--- config.mk ---
export PLATFORM = sky130hd
export DESIGN_NAME = snoop_inval_cache
export DESIGN_NICKNAME = d
export VERILOG_FILES = /design/src/rtl/ccc_pkg.sv /design/src/rtl/ccc_line_store.sv /design/src/rtl/ccc_snoop_unit.sv /design/src/rtl/ccc_req_seq.sv /design/src/rtl/snoop_inval_cache.sv
export SDC_FILE = /design/constraint.sdc
export NUM_CORES = 1
export LEC_CHECK = 0
export BUFFER_PORTS_ARGS = -buffer_cell sky130_fd_sc_hd__buf_2
export CORE_AREA = 2 2 96 98
export DETAILED_ROUTE_END_ITERATION = 12
export DIE_AREA = 0 0 98 100
export GPL_TIMING_DRIVEN = 0
export PLACE_DENSITY = 0.75
export SYNTH_ARGS = -nofsm -noshare
export SYNTH_HDL_FRONTEND = slang
export SYNTH_SLANG_ARGS = --single-unit
--- constraint.sdc ---
create_clock -name clk -period 3.1 [get_ports clk]
set_input_delay 0.155 -clock clk [delete_from_list [all_inputs] [get_ports clk]]
set_output_delay 0.155 -clock clk [all_outputs]
set_load 0.02 [all_outputs]
--- src/rtl/ccc_pkg.sv ---
// Shared encodings for the snooping cache controller.
// Assumes: bus and snoop command codes are common to every cache on the bus.
package ccc_pkg;

    typedef enum logic [1:0] {
        LN_INV = 2'd0,
        LN_SHR = 2'd1,
        LN_EXC = 2'd2
    } line_st_e;

    typedef enum logic [1:0] {
        BC_NONE   = 2'd0,
        BC_RDMISS = 2'd1,
        BC_WRMISS = 2'd2,
        BC_WBACK  = 2'd3
    } bus_cmd_e;

    typedef enum logic [1:0] {
        SQ_IDLE  = 2'd0,
        SQ_WBACK = 2'd1,
        SQ_MISS  = 2'd2,
        SQ_RESP  = 2'd3
    } seq_st_e;

endpackage

--- src/rtl/ccc_line_store.sv ---
// Register-based line store: state, tag and one data word per line.
// Two read ports (processor index, snoop index) and two update ports.
// Assumes: the snoop update only touches state and wins a same-line clash;
// the sequencer never updates in a snoop cycle, so no clash occurs in use.
module ccc_line_store
    import ccc_pkg::*;
#(
    parameter int LINES  = 4,
    parameter int TAG_W  = 6,
    parameter int DATA_W = 8
) (
    input  logic                      clk,
    input  logic                      rst_n,
    input  logic [$clog2(LINES)-1:0]  cpu_idx,
    output logic [1:0]                cpu_st,
    output logic [TAG_W-1:0]          cpu_tag,
    output logic [DATA_W-1:0]         cpu_data,
    input  logic [$clog2(LINES)-1:0]  snp_idx,
    output logic [1:0]                snp_st,
    output logic [TAG_W-1:0]          snp_tag,
    output logic [DATA_W-1:0]         snp_data,
    input  logic                      fill_we,
    input  logic [1:0]                fill_st,
    input  logic [TAG_W-1:0]          fill_tag,
    input  logic [DATA_W-1:0]         fill_data,
    input  logic                      sup_we,
    input  logic [1:0]                sup_st,
    output logic [2*LINES-1:0]        st_flat
);

    localparam int IW = $clog2(LINES);

    logic [TAG_W*LINES-1:0]  tag_flat;
    logic [DATA_W*LINES-1:0] data_flat;

    for (genvar i = 0; i < LINES; i++) begin : g_line
        logic [1:0]        st_r;
        logic [TAG_W-1:0]  tag_r;
        logic [DATA_W-1:0] dat_r;

        // Per-line register: snoop state change first, then sequencer write.
        always_ff @(posedge clk) begin
            if (!rst_n) begin
                st_r  <= LN_INV;
                tag_r <= '0;
                dat_r <= '0;
            end else if (sup_we && snp_idx == IW'(i)) begin
                st_r <= sup_st;
            end else if (fill_we && cpu_idx == IW'(i)) begin
                st_r  <= fill_st;
                tag_r <= fill_tag;
                dat_r <= fill_data;
            end
        end

        assign st_flat[2*i +: 2]             = st_r;
        assign tag_flat[TAG_W*i +: TAG_W]    = tag_r;
        assign data_flat[DATA_W*i +: DATA_W] = dat_r;
    end

    // Read ports: plain indexed selects.
    assign cpu_st   = st_flat[2*cpu_idx +: 2];
    assign cpu_tag  = tag_flat[TAG_W*cpu_idx +: TAG_W];
    assign cpu_data = data_flat[DATA_W*cpu_idx +: DATA_W];
    assign snp_st   = st_flat[2*snp_idx +: 2];
    assign snp_tag  = tag_flat[TAG_W*snp_idx +: TAG_W];
    assign snp_data = data_flat[DATA_W*snp_idx +: DATA_W];

endmodule

--- src/rtl/ccc_snoop_unit.sv ---
// Snoop decoder: reacts to another cache's transaction on the local line.
// Assumes: a snooped write-back never matches a valid local line.
module ccc_snoop_unit
    import ccc_pkg::*;
#(
    parameter int TAG_W  = 6,
    parameter int DATA_W = 8
) (
    input  logic              snp_valid,
    input  logic [1:0]        snp_cmd,
    input  logic [TAG_W-1:0]  snp_tag,
    input  logic [1:0]        line_st,
    input  logic [TAG_W-1:0]  line_tag,
    input  logic [DATA_W-1:0] line_data,
    output logic              snp_hit,
    output logic              upd_we,
    output logic [1:0]        upd_st,
    output logic              supply,
    output logic [DATA_W-1:0] supply_data
);

    // Decide the state change and data response for one snooped command.
    always_comb begin
        snp_hit = snp_valid && (line_st != LN_INV) && (line_tag == snp_tag);
        upd_we  = 1'b0;
        upd_st  = line_st;
        supply  = 1'b0;
        if (snp_hit) begin
            case (snp_cmd)
                BC_RDMISS: begin
                    if (line_st == LN_EXC) begin
                        supply = 1'b1;
                        upd_we = 1'b1;
                        upd_st = LN_SHR;
                    end
                end
                BC_WRMISS: begin
                    supply = (line_st == LN_EXC);
                    upd_we = 1'b1;
                    upd_st = LN_INV;
                end
                default: ;
            endcase
        end
        supply_data = supply ? line_data : '0;
    end

endmodule

--- src/rtl/ccc_req_seq.sv ---
// Request sequencer: serves processor accesses, arbitrates for the bus,
// issues write-back / read-miss / write-miss and fills the line.
// Assumes: atomic bus (fill data in the grant cycle), processor holds its
// request stable until cpu_done, grant never coincides with a snoop.
module ccc_req_seq
    import ccc_pkg::*;
#(
    parameter int ADDR_W = 8,
    parameter int DATA_W = 8,
    parameter int IDX_W  = 2
) (
    input  logic                    clk,
    input  logic                    rst_n,
    input  logic                    cpu_req,
    input  logic                    cpu_we,
    input  logic [ADDR_W-1:0]       cpu_addr,
    input  logic [DATA_W-1:0]       cpu_wdata,
    output logic                    cpu_done,
    output logic [DATA_W-1:0]       cpu_rdata,
    input  logic [1:0]              line_st,
    input  logic [ADDR_W-IDX_W-1:0] line_tag,
    input  logic [DATA_W-1:0]       line_data,
    output logic                    fill_we,
    output logic [1:0]              fill_st,
    output logic [DATA_W-1:0]       fill_data,
    input  logic                    snp_valid,
    output logic                    bus_req,
    input  logic                    bus_gnt,
    output logic                    bus_out_valid,
    output logic [1:0]              bus_out_cmd,
    output logic [ADDR_W-1:0]       bus_out_addr,
    output logic [DATA_W-1:0]       bus_out_data,
    input  logic [DATA_W-1:0]       bus_rdata,
    output logic [1:0]              seq_state
);

    localparam int TAG_W = ADDR_W - IDX_W;

    seq_st_e           st_q, st_n;
    logic [DATA_W-1:0] rdata_q, rdata_n;
    logic              rd_load;
    logic [TAG_W-1:0]  cpu_tag;
    logic              tag_eq, hit, go;

    assign cpu_tag = cpu_addr[ADDR_W-1:IDX_W];
    assign tag_eq  = (line_tag == cpu_tag);
    assign hit     = (line_st != LN_INV) && tag_eq;
    assign go      = bus_gnt && !snp_valid;

    // Next state, bus transaction and line update for the current step.
    always_comb begin
        st_n          = st_q;
        bus_req       = 1'b0;
        bus_out_valid = 1'b0;
        bus_out_cmd   = BC_NONE;
        bus_out_addr  = cpu_addr;
        bus_out_data  = '0;
        fill_we       = 1'b0;
        fill_st       = LN_INV;
        fill_data     = cpu_wdata;
        rd_load       = 1'b0;
        rdata_n       = line_data;
        case (st_q)
            SQ_IDLE: begin
                if (cpu_req && !snp_valid) begin
                    if (!cpu_we && hit) begin
                        rd_load = 1'b1;
                        st_n    = SQ_RESP;
                    end else if (cpu_we && hit && line_st == LN_EXC) begin
                        fill_we = 1'b1;
                        fill_st = LN_EXC;
                        st_n    = SQ_RESP;
                    end else if (line_st == LN_EXC && !tag_eq) begin
                        st_n = SQ_WBACK;
                    end else begin
                        st_n = SQ_MISS;
                    end
                end
            end
            SQ_WBACK: begin
                if (line_st != LN_EXC) begin
                    // A snoop already cleaned or killed the victim.
                    if (!snp_valid) st_n = SQ_MISS;
                end else begin
                    bus_req = 1'b1;
                    if (go) begin
                        bus_out_valid = 1'b1;
                        bus_out_cmd   = BC_WBACK;
                        bus_out_addr  = {line_tag, cpu_addr[IDX_W-1:0]};
                        bus_out_data  = line_data;
                        fill_we       = 1'b1;
                        fill_st       = LN_INV;
                        fill_data     = line_data;
                        st_n          = SQ_MISS;
                    end
                end
            end
            SQ_MISS: begin
                bus_req = 1'b1;
                if (go) begin
                    bus_out_valid = 1'b1;
                    bus_out_cmd   = cpu_we ? BC_WRMISS : BC_RDMISS;
                    fill_we       = 1'b1;
                    fill_st       = cpu_we ? LN_EXC : LN_SHR;
                    fill_data     = cpu_we ? cpu_wdata : bus_rdata;
                    rd_load       = !cpu_we;
                    rdata_n       = bus_rdata;
                    st_n          = SQ_RESP;
                end
            end
            default: st_n = SQ_IDLE;
        endcase
    end

    // Sequencer state and returned read word.
    always_ff @(posedge clk) begin
        if (!rst_n) begin
            st_q    <= SQ_IDLE;
            rdata_q <= '0;
        end else begin
            st_q <= st_n;
            if (rd_load) rdata_q <= rdata_n;
        end
    end

    assign cpu_done  = (st_q == SQ_RESP);
    assign cpu_rdata = rdata_q;
    assign seq_state = st_q;

endmodule

--- src/rtl/snoop_inval_cache.sv ---
// Top: per-processor write-invalidate coherence controller for a
// direct-mapped write-back cache on an atomic shared bus.
// Assumes: snp_valid and bus_gnt are never high together.
module snoop_inval_cache
    import ccc_pkg::*;
#(
    parameter int ADDR_W = 8,
    parameter int DATA_W = 8,
    parameter int IDX_W  = 2
) (
    input  logic              clk,
    input  logic              rst_n,
    input  logic              cpu_req,
    input  logic              cpu_we,
    input  logic [ADDR_W-1:0] cpu_addr,
    input  logic [DATA_W-1:0] cpu_wdata,
    output logic              cpu_done,
    output logic [DATA_W-1:0] cpu_rdata,
    output logic              bus_req,
    input  logic              bus_gnt,
    output logic              bus_out_valid,
    output logic [1:0]        bus_out_cmd,
    output logic [ADDR_W-1:0] bus_out_addr,
    output logic [DATA_W-1:0] bus_out_data,
    input  logic [DATA_W-1:0] bus_rdata,
    input  logic              snp_valid,
    input  logic [1:0]        snp_cmd,
    input  logic [ADDR_W-1:0] snp_addr,
    output logic              snp_supply,
    output logic [DATA_W-1:0] snp_data
);

    localparam int LINES = 1 << IDX_W;
    localparam int TAG_W = ADDR_W - IDX_W;

    logic [1:0]         cpu_line_st, snp_line_st, fill_st, sup_st, seq_state;
    logic [TAG_W-1:0]   cpu_line_tag, snp_line_tag;
    logic [DATA_W-1:0]  cpu_line_data, snp_line_data, fill_data;
    logic               fill_we, sup_we, snp_hit;
    logic [2*LINES-1:0] st_flat;

    ccc_line_store #(.LINES(LINES), .TAG_W(TAG_W), .DATA_W(DATA_W)) u_store (
        .clk      (clk),
        .rst_n    (rst_n),
        .cpu_idx  (cpu_addr[IDX_W-1:0]),
        .cpu_st   (cpu_line_st),
        .cpu_tag  (cpu_line_tag),
        .cpu_data (cpu_line_data),
        .snp_idx  (snp_addr[IDX_W-1:0]),
        .snp_st   (snp_line_st),
        .snp_tag  (snp_line_tag),
        .snp_data (snp_line_data),
        .fill_we  (fill_we),
        .fill_st  (fill_st),
        .fill_tag (cpu_addr[ADDR_W-1:IDX_W]),
        .fill_data(fill_data),
        .sup_we   (sup_we),
        .sup_st   (sup_st),
        .st_flat  (st_flat)
    );

    ccc_snoop_unit #(.TAG_W(TAG_W), .DATA_W(DATA_W)) u_snoop (
        .snp_valid  (snp_valid),
        .snp_cmd    (snp_cmd),
        .snp_tag    (snp_addr[ADDR_W-1:IDX_W]),
        .line_st    (snp_line_st),
        .line_tag   (snp_line_tag),
        .line_data  (snp_line_data),
        .snp_hit    (snp_hit),
        .upd_we     (sup_we),
        .upd_st     (sup_st),
        .supply     (snp_supply),
        .supply_data(snp_data)
    );

    ccc_req_seq #(.ADDR_W(ADDR_W), .DATA_W(DATA_W), .IDX_W(IDX_W)) u_seq (
        .clk          (clk),
        .rst_n        (rst_n),
        .cpu_req      (cpu_req),
        .cpu_we       (cpu_we),
        .cpu_addr     (cpu_addr),
        .cpu_wdata    (cpu_wdata),
        .cpu_done     (cpu_done),
        .cpu_rdata    (cpu_rdata),
        .line_st      (cpu_line_st),
        .line_tag     (cpu_line_tag),
        .line_data    (cpu_line_data),
        .fill_we      (fill_we),
        .fill_st      (fill_st),
        .fill_data    (fill_data),
        .snp_valid    (snp_valid),
        .bus_req      (bus_req),
        .bus_gnt      (bus_gnt),
        .bus_out_valid(bus_out_valid),
        .bus_out_cmd  (bus_out_cmd),
        .bus_out_addr (bus_out_addr),
        .bus_out_data (bus_out_data),
        .bus_rdata    (bus_rdata),
        .seq_state    (seq_state)
    );

endmodule

==> flow_summary.yaml <==
timing:
  fin_skew_ns: 0.0110
  worstMarginPinSlew_ns: 0.689
  final-max-slew-violation-count: 0
  post-route-min-period_ns: 2.91
  rsz0062_at_grt: "false"
  hold_violations: 0
  fmaxAchievable_ghz: 0.344
  slew_headroom_pct: 54.1
  post-route-period-util_pct: 93.8
  hold_slack_ns: 0.119
  setup_slack_ns: 0.192
  setup-tns-final_ns: 0
  setup_viol: 0
critical_path:
  endpoint_kind: "output pin"
  criticalPathCategory: "reg2out"
  critical_path.top_delay_family: "simple AND/OR/NAND/NOR gates"
  crit_chain: "mux4_2 -> xnor2_1 -> nand4_1 -> nor4_4 -> clkbuf_2 -> and3_1 -> buf_2"
  crit_slowest_cell: "mux4_2"
  worst_ep_required_time_ns: 2.94
  cp.arrival_ns: 2.75
  max_stage_delay_ns: 0.48
  worstPathMaxFanout: 10
  cp-start-kind: "flop"
  r2r_slack_ns: 0.22
  crit_buf_inv: 2
die:
  ios: 78
  initial_utilization_pct: 52.6
  core-area_sq_um: 8890
  rows: 35
  dieWidth_um: 98
  dieArea_sq_um: 9800
  dieHeight_um: 100
cells_and_area:
  layout.nets: 614
  antenna_cells: 0
  synthToLayoutAreaGrowth_pct: 15.4
  stdcell_area_sq_um: 5400
  drive_gt1_share_pct: 26.1
  n_fill_cell: 754
logic_synthesis:
  syn_avg_cell_area_sq_um: 9.77
  ys_types: 49
  synth_most_common_cell: "dfxtp_1"
  synth_fp_nets: 526
  ys_warn_count: 0
  yosys.area.top_type: "dfxtp_1"
  synth_common_cells: "74 x dfxtp_1, 56 x nor2b_1, 45 x nand2_1"
  synthArstFlopShare_pct: 0
  ys_ff_latch: 74
  synthFlopType: "dfxtp_1"
  synth_edf_count: 0
  synth_area_leaders: "dfxtp_1 32%, mux4_2 15%, mux2i_1 9.2%, nor2b_1 7.5%, nand2_1 3.6%"
  yosysSeqAreaShare_pct: 31.7
  yosysTopAreaCellShare_pct: 31.7
  synth_area_sq_um: 4680
  postSynthCellCount: 479
placement:
  numPortBuffers: 77
  dp_hpwl_mm: 9.71
  place_area_sq_um: 5200
  gp_congestion: 0.920
  pre_cts_ws_ns: -0.311
clocking:
  clock_path_buffers: 2
  clk_pin_slew_ns: 0.08
  post_cts.repair.setup_buffers: 0
  cts_buffers: 9
  cts_root_buf: "clkbuf_8"
  htree_levels: 3
  cts_tree: "done"
  cts.sinks: 74
  cts_hold_buf: 0
  insertion_delay_ns: 0.35
power_and_ir_drop:
  p_clk_share_pct: 29.9
  power.switching_uw: 831
  pwr-share-seq_pct: 41.4
  p_sw_share_pct: 34.0
  p_int_uw: 1620
  max-vdd-ir-drop_uv: 219
  powerDensity_nw_per_um2: 453
  pwr-share-comb_pct: 28.6
  p_leak_uw: 0.00237
  power_uw: 2450
grt:
  grt_max_degree: 13
  grt.total_usage_pct: 27.8
  antenna_found_initial: 0
  first_global_vias: 3988
  overflow: 0
  use_met1_pct: 37.7
  grt_pass1_wl_mm: 21.2
  grt-busiest-layer: "met2"
  grt_use_met3_pct: 4.32
  global_route.usage.met2_pct: 46.4
hold_path:
  min_path_type: "in2reg"
outcome:
  outcome: "completed"
drt:
  drtIter0Drc: 305
  wl_mm: 13.3
  first_pass_iters: 6
  route.vias.total: 4155
  antenna_left: 0
  vias_per_cell: 6.09
  drc_errors: 0
  routedWlPerCell_um: 19.6
run:
  maxCapViolations: 0
==> sequential cells by signal (all words and copies together), names as in the netlist <==
name / count
u_seq.cpu_rdata: 8
u_seq.seq_state: 2
u_store.g_line.dat_r: 32
u_store.g_line.st_r: 8
u_store.g_line.tag_r: 24
==> power groups by stage <==
stage	clock network (uW)	logic [uW]	registers, uW
floorplan	0	473	1040
global placement	0	673	1030
detailed placement	0	684	1040
CTS	735	688	1010
global route	782	754	1020
finish	732	701	1010
==> logic make-up (layout without fill, tap and decap cells) <==
logic type | Yosys count | after routing | synth area share, %
AND/OR/NAND/NOR | 202 | 202 | 24.2
AO/OA/AOI/OAI | 64 | 64 | 10.6
multiplexers | 75 | 75 | 24.6
XOR/XNOR | 12 | 12 | 2.25
adder cells (fa/ha/maj) | 7 | 7 | 1.87
flip-flops | 74 | 74 | 31.7
buffers and inverters | 45 | 137 | 4.79
==> routing by layer <==
layer	vias up	part of all wire, %
met2	203	48
met3	16	8.5
met4	0	1.7
li1	1925	-
met5	-	0
met1	2011	41
==> worst reg2reg max path: stages, from the launching register on <==
cell      delay (ns)
dfxtp_1         0.37
inv_1           0.12
ha_1            0.22
inv_1           0.06
or2_2           0.34
or4b_4          0.50
o31ai_4         0.28
buf_6           0.19
nand2_1         0.19
buf_2           0.28
nand4_1         0.11
o211ai_1        0.10
==> layout make-up <==
cell class              instances  area (sq um)  share of cell area [%]
flip-flops and latches         74          1480                    27.4
multi-input cells             360          2980                    55.2
clock inverters                 5          56.3                    1.04
clock buffers                  10           128                    2.36
repair buffers                 77           385                    7.14
plain buffers                  37           196                    3.64
well taps                     111           139                    2.57
inverters                       8          30.0                   0.556
==> through the flow <==
step	cells	util, %
2_1_floorplan	479	-
3_3_place_gp	667	58.5
3_5_place_dp	667	58.5
4_1_cts	682	60.7
5_1_grt	682	60.7
6_report	682	60.7
==> timing repair <==
action,CTS,global route
endpoints found under the setup margin,9,8
pin swaps,0,1
gates resized for setup,3,0
cloned,0,0
==> worst paths after layout <==
check / start / end / cells after the start
setup reg to reg: u_seq.seq_state[1]$_SDFFE_PN0P_ / u_store.g_line[0].st_r[0]$_SDFFE_PN0P_ / 11
setup / recovery: u_store.g_line[3].tag_r[2]$_SDFFE_PN0P_ / snp_data[7] / 7
hold / removal: cpu_addr[6] / u_store.g_line[0].tag_r[4]$_SDFFE_PN0P_ / 3
hold reg to reg: u_store.g_line[0].tag_r[3]$_SDFFE_PN0P_ / u_store.g_line[0].tag_r[3]$_SDFFE_PN0P_ / 2
==> cells in the final DEF, fill, tap and decap left out, types with 2 or more instances in the layout <==
cell,instances
clkbuf_1,20
and3_1,16
a221o_1,7
or4_1,2
nand4_1,8
o211a_1,8
nand2_1,45
a21boi_0,9
a21oi_1,15
buf_4,6
nand4b_1,3
xor2_1,2
clkinv_2,2
nor2b_1,56
a31oi_1,2
buf_2,85
inv_1,8
nor2_1,15
xnor2_1,10
mux2i_1,43
mux4_2,32
nand3b_1,2
dfxtp_1,74
o211ai_1,7
a21o_1,4
nand3_1,30
ha_1,7
nand2b_1,6
clkbuf_8,9
and2_1,2
nor3b_1,8
o21ai_0,5
Note: power is estimated with default switching activity, not from simulation.
